File: src/rtl/pio_pkg.sv
package pio_pkg;
  localparam int NIB_W  = 4;
  localparam int BYTE_W = 2 * NIB_W;
  localparam int MODE_W = 3;

  typedef logic [NIB_W-1:0]  nib_t;
  typedef logic [BYTE_W-1:0] byte_t;

  // Replace one half of a byte; upper selects bits 7..4.
  function automatic byte_t merge_nibble(byte_t cur, nib_t nib, logic upper);
    byte_t res;
    res = cur;
    if (upper) res[BYTE_W-1:NIB_W] = nib;
    else       res[NIB_W-1:0]      = nib;
    return res;
  endfunction
endpackage

File: src/rtl/pio_nibble_reg.sv
module pio_nibble_reg
  import pio_pkg::*;
(
  input  logic           clk,
  input  logic           rst_n,
  input  logic           wr_en,
  input  logic [NIB_W:0] wr_word,
  output byte_t          value
);
  logic  wr_upper;
  nib_t  wr_nib;

  assign wr_upper = wr_word[NIB_W];
  assign wr_nib   = wr_word[NIB_W-1:0];

  always_ff @(posedge clk or negedge rst_n) begin
    if (!rst_n)     value <= '0;
    else if (wr_en) value <= merge_nibble(value, wr_nib, wr_upper);
  end

  assert_lower_keeps_upper_R1: assert property (@(posedge clk) disable iff (!rst_n)
    (wr_en && !wr_upper) |=> (value[BYTE_W-1:NIB_W] == $past(value[BYTE_W-1:NIB_W])
                              && value[NIB_W-1:0] == $past(wr_nib)));

  assert_upper_keeps_lower_R2: assert property (@(posedge clk) disable iff (!rst_n)
    (wr_en && wr_upper) |=> (value[NIB_W-1:0] == $past(value[NIB_W-1:0])
                             && value[BYTE_W-1:NIB_W] == $past(wr_nib)));

  assert_idle_holds_R3: assert property (@(posedge clk) disable iff (!rst_n)
    !wr_en |=> $stable(value));
endmodule

File: src/rtl/pio_req_timer.sv
module pio_req_timer #(
  parameter int CYCLES = 384,
  localparam int CNT_W = $clog2(CYCLES + 1)
) (
  input  logic clk,
  input  logic rst_n,
  input  logic trigger,
  output logic req
);
  logic [CNT_W-1:0] cnt;
  logic             expiring;

  assign expiring = !trigger && (cnt == CNT_W'(1));

  always_ff @(posedge clk or negedge rst_n) begin
    if (!rst_n)           cnt <= '0;
    else if (trigger)     cnt <= CNT_W'(CYCLES);
    else if (cnt != '0)   cnt <= cnt - 1'b1;
  end

  assign req = (cnt != '0);

  assert_read_raises_req_R4: assert property (@(posedge clk) disable iff (!rst_n)
    trigger |=> req);

  assert_req_falls_on_expiry_R4: assert property (@(posedge clk) disable iff (!rst_n)
    $fell(req) |-> $past(expiring));

  assert_retrigger_reloads_R5: assert property (@(posedge clk) disable iff (!rst_n)
    (trigger && req) |=> (cnt == CNT_W'(CYCLES)));
endmodule

File: src/rtl/pio_mode_latch.sv
module pio_mode_latch #(
  parameter int ADDR_W = 3,
  parameter int MODE_W = 3,
  parameter int BASE   = 5
) (
  input  logic              clk,
  input  logic              rst_n,
  input  logic              wr,
  input  logic [ADDR_W-1:0] addr,
  input  logic              bit_in,
  output logic [MODE_W-1:0] mode
);
  logic [MODE_W-1:0] hit;

  for (genvar i = 0; i < MODE_W; i++) begin : g_bit
    assign hit[i] = wr && (addr == ADDR_W'(BASE + i));
    always_ff @(posedge clk or negedge rst_n) begin
      if (!rst_n)      mode[i] <= 1'b0;
      else if (hit[i]) mode[i] <= bit_in;
    end
  end

  assert_miss_keeps_mode_R6: assert property (@(posedge clk) disable iff (!rst_n)
    (wr && hit == '0) |=> $stable(mode));

  assert_single_hit_R6: assert property (@(posedge clk) disable iff (!rst_n)
    $onehot0(hit));
endmodule

File: src/rtl/pio_in_select.sv
module pio_in_select #(
  parameter int NUM = 4,
  parameter int W   = 4,
  localparam int SEL_W = $clog2(NUM)
) (
  input  logic [NUM*W-1:0] ports,
  input  logic [SEL_W-1:0] sel,
  output logic [W-1:0]     data
);
  logic [W-1:0] lane [NUM];

  for (genvar n = 0; n < NUM; n++) begin : g_lane
    assign lane[n] = ports[n*W +: W];
  end

  always_comb begin
    data = '0;
    for (int n = 0; n < NUM; n++)
      if (sel == SEL_W'(n)) data = lane[n];
  end
endmodule

File: src/rtl/pio_host_if.sv
module pio_host_if
  import pio_pkg::*;
#(
  parameter int REQ_CYCLES = 384,
  parameter int MODE_BASE  = 5,
  parameter int NUM_IN     = 4,
  localparam int SEL_W     = $clog2(NUM_IN)
) (
  input  logic                  clk,
  input  logic                  rst_n,
  input  logic                  core_nib_wr,
  input  logic [NIB_W:0]        core_nib_word,
  input  logic                  host_rd,
  output logic [BYTE_W-1:0]     host_rd_data,
  output logic                  core_req,
  input  logic                  mode_wr,
  input  logic [2:0]            mode_addr,
  input  logic                  mode_bit,
  output logic [MODE_W:0]       core_k,
  input  logic [NUM_IN*NIB_W-1:0] in_ports,
  input  logic [SEL_W-1:0]      core_in_sel,
  output logic [NIB_W-1:0]      core_in_data,
  input  logic                  core_aux_wr,
  input  logic [NIB_W-1:0]      core_aux_data,
  output logic [NIB_W-1:0]      aux_out
);
  byte_t             out_byte;
  logic [MODE_W-1:0] mode;

  pio_nibble_reg u_nib (
    .clk(clk), .rst_n(rst_n), .wr_en(core_nib_wr),
    .wr_word(core_nib_word), .value(out_byte)
  );

  pio_req_timer #(.CYCLES(REQ_CYCLES)) u_req (
    .clk(clk), .rst_n(rst_n), .trigger(host_rd), .req(core_req)
  );

  pio_mode_latch #(.ADDR_W(3), .MODE_W(MODE_W), .BASE(MODE_BASE)) u_mode (
    .clk(clk), .rst_n(rst_n), .wr(mode_wr), .addr(mode_addr),
    .bit_in(mode_bit), .mode(mode)
  );

  pio_in_select #(.NUM(NUM_IN), .W(NIB_W)) u_in (
    .ports(in_ports), .sel(core_in_sel), .data(core_in_data)
  );

  assign host_rd_data = out_byte;
  assign core_k       = {mode, 1'b0};

  always_ff @(posedge clk or negedge rst_n) begin
    if (!rst_n)           aux_out <= '0;
    else if (core_aux_wr) aux_out <= core_aux_data;
  end

  assert_aux_store_R9: assert property (@(posedge clk) disable iff (!rst_n)
    core_aux_wr |=> (aux_out == $past(core_aux_data)));

  assert_aux_hold_R9: assert property (@(posedge clk) disable iff (!rst_n)
    !core_aux_wr |=> $stable(aux_out));

  assert_nibble_reaches_host_R3: assert property (@(posedge clk) disable iff (!rst_n)
    (core_nib_wr && !core_nib_word[NIB_W]) |=> (host_rd_data[NIB_W-1:0] == $past(core_nib_word[NIB_W-1:0])));
endmodule

File: config.mk
export PLATFORM = sky130hd
export DESIGN_NAME = pio_host_if
export DESIGN_NICKNAME = d
export VERILOG_FILES = /design/src/rtl/pio_pkg.sv /design/src/rtl/pio_nibble_reg.sv /design/src/rtl/pio_req_timer.sv /design/src/rtl/pio_mode_latch.sv /design/src/rtl/pio_in_select.sv /design/src/rtl/pio_host_if.sv
export SDC_FILE = /design/constraint.sdc
export NUM_CORES = 1
export LEC_CHECK = 0
export BUFFER_PORTS_ARGS = -buffer_cell sky130_fd_sc_hd__buf_4
export CAP_MARGIN = 20
export CORE_UTILIZATION = 40
export DETAILED_ROUTE_END_ITERATION = 10
export GPL_TIMING_DRIVEN = 0
export PLACE_DENSITY_LB_ADDON = 0.15
export SETUP_SLACK_MARGIN = 0.1
export SLEW_MARGIN = 15
export SYNTH_ARGS = -nofsm -noshare
export SYNTH_HDL_FRONTEND = slang
export SYNTH_SLANG_ARGS = --single-unit
File: constraint.sdc
create_clock -name clk -period 2.3 [get_ports clk]
set_input_delay 0.46 -clock clk [delete_from_list [all_inputs] [get_ports clk]]
set_output_delay 0.46 -clock clk [all_outputs]
set_load 0.02 [all_outputs]
; Word-level counts from Yosys, hierarchy flattened
; Cells that the tools add are included.
[op_classes]
addsub = 1
n_eq_ne = 6
muxes = 6
n_bitwise = 1
reduce_logical = 8
[op_table]
columns = cell, count
row1 = $mux W9, 2
row2 = $mux W4, 4
row3 = $eq A3 B3 Y1 const B, 3
row4 = $reduce_bool A9 Y1, 1
row5 = $sub A9 B1 Y9 const B, 1
row6 = $eq A2 B2 Y1 const B, 2
row7 = $reduce_and A2 Y1, 2
row8 = $logic_and A1 B1 Y1, 3
row9 = $eq A2 B1 Y1 const B, 1
row10 = $logic_not A2 Y1, 1
row11 = $reduce_bool A2 Y1, 1
row12 = $not A1 Y1, 1
[word_totals]
reg_bits = 24
input_bits = 37
output_inout_bits = 21

; Logic depth before layout (Yosys ltp)
[logic_depth]
word_depth = 5
depth_mapped = 7
ltp_nobuf = 7

; Modules after synthesis
; Synthesis repeated with hierarchy kept, for this count alone.
[unflattened]
cells_unflattened = 89
area_unflattened_um2 = 1213.7
[by_module_without_submodules]
columns = mod, instances, cells_per_inst, area_per_inst_um2, seq_area_each_um2
row1 = pio_req_timer, 1, 48, 494.2, 225.2
row2 = pio_nibble_reg, 1, 18, 325.3, 200.2
row3 = pio_host_if, 1, 10, 156.4, 100.1
row4 = pio_mode_latch, 1, 9, 132.6, 75.1
row5 = pio_in_select, 1, 4, 105.1, 0.0

; Worst setup path after synthesis
; No wires, ideal clock.
[synth_timing]
path_type = register to output
from = register u_req.cnt[0]
to = output core_req
arrival_ns = 1.450
required_time_ns = 1.840
slack_ns = 0.390
path_stages_with_launch = 6
n_path_buf = 0
path_cell_list = dfrtp_1 > inv_1 > ha_1 > nor3b_1 > nor3b_4 > inv_1
[synth_via]
elab_chain_cells = 1
[synth_lines]
columns = element, line_no
row1 = from (decl), pio_req_timer.sv:10  ; logic [CNT_W-1:0] cnt;
row2 = from (signal assigned), pio_req_timer.sv:17  ; else if (trigger) cnt <= CNT_W'(CYCLES);
row3 = from (signal assigned), pio_req_timer.sv:18  ; else if (cnt != '0) cnt <= cnt - 1'b1;
row4 = $reduce_bool A9 Y1, pio_req_timer.sv:21  ; assign req = (cnt != '0);
row5 = to (decl), pio_host_if.sv:15  ; output logic core_req,
; Every way passes these cells.

; Final worst setup path
[layout_timing]
from = register u_req.cnt[5]
to = output core_req
; Same word-level chain as after synthesis.

==> impl_results.md <==
- Core area: 0.00273 mm^2
- Vias after detailed routing: around 960
- Dpl hpwl: between 1500 and 2000 um
- TritonCTS buffer count: 3
- Final hold violation count: 0
- Syn nets: 128
- Max Slew Vio Count: 0
- Worst VDD drop: 0.437 mV
- Synth unique cells: 30
- Routed WL: 2430 um
- CP Max Fanout: 3
- CP required: between 1.5 and 2 ns
- Synth-to-Final Area Change: 45.8%
- Max H-tree Level: 1
- Origin of the critical flop-to-flop path: u_req.cnt[5]
- Tmin final: between 2 and 2.5 ns
- GR Util All Layers: 0.167
- Congestion Overflow GR: 0
- Mapped cell area: between 0.001 and 0.0015 mm^2
- First-pass GRT wire length: 4110 um
- Area post-placement: 0.00161 mm^2
- Reg2Reg Setup Slack: 0.47 ns
- Worst r2r path cells: 5
- FP Rows: 19
- Final cycle utilization of the critical path: 0.932
- Critical Path Source: u_req.cnt[5]
- Setup_tns: 0 ns
- Routability cong.: 0.785
- # setup viols final: 0
- Design area: between 0.0015 and 0.002 mm^2
- Initial Util: 0.422
- # diodes: 0
- Footprint of the multi-input gates: around 540 um^2
- Part of the Yosys area used for sequential elements: 0.520
- Avg Synthesized Cell Area: 12.8 um^2
- Pleak: 0.796 nW
- Synth Register Bits: 24
- Setup crit end kind: output port
- Clock tree sinks: 24
- Antenna violations before repair: 0
- Clock Tree Buf Depth: 2
- Unrepaired setup endpoints after global routing: yes
- Share of layout cells above drive strength 1: 0.582
- CTS root buf: clkbuf_4
- FILL cells: 219
- Boundary Pins: 58
- Arrival time worst endpoint: 1.68 ns
- Startpoint Class: flip-flop
- Remaining routing DRC violations: 0
- Die Span X: 55.7 um
- Number of hold buffers added after cts: 0
- Final #Nets: between 150 and 200
- Clk slew on worst S/H paths: 0.11 ns
- Register area: 601 um^2
- Drt wl/cell: 13.2 um
- Largest net degree at the start of global routing: 25
- Die Y: 55.7 um
- Worst min path class: input port to async pin
- Die area: 0.00311 mm^2
- P per Cell Area: 643 mW/mm^2
- Fmax: 466 MHz
- Reg-to-reg critical path endpoint: u_req.cnt[5]
- Worst-Skew Late Latency: 0.30 ns
- Vias per Instance: roughly 5.2
- Skew final: 0.000773 ns
- Port bufs: 55
- Length of the first detailed-routing pass in iterations: 4
- Outcome: finished, final reports clean
- CTS tree: yes
- Max-Cap Viols: 0
- Yosys warns: 0
- Initial DRC count: 33
- Crit path kind: flip-flop to output port
- Post-route ant nets: 0
- Vias in the first global route: a little over 900
- Cell count after synthesis: 90
- Pwr Total: 1.08 mW
-- layout make-up --
type	count	share of cell area
Buffer	2	0.00669
Timing Repair Buffer	60	0.270
Tap cell	31	0.0230
Clock buffer	3	0.0134
Inverter	4	0.00892
Multi-Input combinational cell	60	0.322
Sequential cell	24	0.357
-- cell families after synthesis --
group,share of synthesized area
AOI/OAI and AO/OA,0.0477
xor gates and xnor gates,0.0152
adders and majority gates,0.0108
buffers and inverters,0.0227
DFF,0.520
muxes,0.244
other,0.00325
and+or+nand+nor,0.137
-- stage by stage --
step	hold WS [ns]	utilization	setup WS [ns]	std cells
finish	0.0316	0.616	0.156	184
global route	0.0273	0.616	0.0603	184
CTS	0.0249	0.612	0.107	183
detailed placement	0.375	0.588	0.100	176
global placement	0.370	0.588	0.133	176
floorplan	0.164	-	0.390	90
-- flip-flops by register name, summed over array words and instances, names as in the netlist --
name         flops
u_req.cnt        9
u_nib.value      8
u_mode.mode      3
aux_out          4
-- synthesized netlist by cell type --
library cell / number / area (um^2)
mux4_2: 4 / 90.1
conb_1: 1 / 3.75
nand2b_1: 2 / 12.5
nor2_1: 8 / 30.0
dfrtp_1: 24 / 601
nor3b_4: 1 / 18.8
a21oi_1: 2 / 10.0
a21o_1: 1 / 7.51
o31a_1: 1 / 8.76
buf_4: 1 / 7.51
nand3_1: 2 / 10.0
mux2_2: 16 / 180
nor2b_1: 1 / 6.26
inv_1: 4 / 15.0
ha_1: 1 / 12.5
o21ai_0: 1 / 5.00
o311ai_0: 1 / 8.76
mux2_1: 1 / 11.3
nand2_1: 4 / 15.0
buf_1: 1 / 3.75
nand4_1: 1 / 6.26
nor4_1: 3 / 18.8
o211ai_1: 1 / 7.51
nand4b_1: 1 / 8.76
or3_1: 2 / 12.5
nor3b_1: 1 / 7.51
or4_4: 1 / 11.3
xor2_1: 1 / 8.76
a211oi_1: 1 / 7.51
xnor2_1: 1 / 8.76
-- repair_timing --
item                       4_1_cts  5_1_grt
pin swaps                        2        2
cloned                           0        0
setup buffers                    4        1
gates resized for setup          4        1
setup endpoints to repair        1        1
-- worst max path at each step --
| stage | end | slack (ns) | cells past startpoint |
|---|---|---|---|
| floorplan | core_req | 0.39 | 5 |
| global placement | core_req | 0.13 | 6 |
| detailed placement | core_req | 0.10 | 6 |
| CTS | core_req | 0.11 | 4 |
| global route | core_req | 0.06 | 6 |
| finish | core_req | 0.16 | 4 |
-- power breakdown --
part           internal (mW)  switching, mW
registers              0.485         0.0436
clock network         0.0610          0.108
logic                  0.211          0.174
total                  0.757          0.326
-- critical path, cell delays in order (launching register included) --
cell and delay, ns:
dfrtp_1 0.40, or4_4 0.56, nor3b_4 0.22, inv_2 0.07, buf_6 0.13
-- metal layers --
| layer | global-route usage | part of all wire | up-vias | routed length (um) |
|---|---|---|---|---|
| li1 | - | - | 458 | - |
| met1 | 0.217 | 0.44 | 462 | 1070 |
| met2 | 0.267 | 0.47 | 37 | 1140 |
| met3 | 0.0628 | 0.082 | 2 | 199 |
| met4 | 0.0429 | 0.0066 | 0 | 16 |
| met5 | 0 | 0 | - | 0 |
-- cell usage in the layout, fill, tap and decap left out, types with 2 or more instances in the layout --
| cell | netlist | routed |
|---|---|---|
| mux4_2 | 4 | 4 |
| a21oi_1 | 2 | 2 |
| buf_4 | 1 | 60 |
| nor2_1 | 8 | 8 |
| or3_1 | 2 | 2 |
| clkbuf_4 | 0 | 3 |
| nand3_1 | 2 | 2 |
| inv_1 | 4 | 3 |
| nand2b_1 | 2 | 2 |
| nor3b_4 | 1 | 2 |
| nand2_1 | 4 | 4 |
| nor4_1 | 3 | 3 |
| mux2_2 | 16 | 16 |
| dfrtp_1 | 24 | 24 |
No activity file was read; power rests on OpenSTA's default activity.
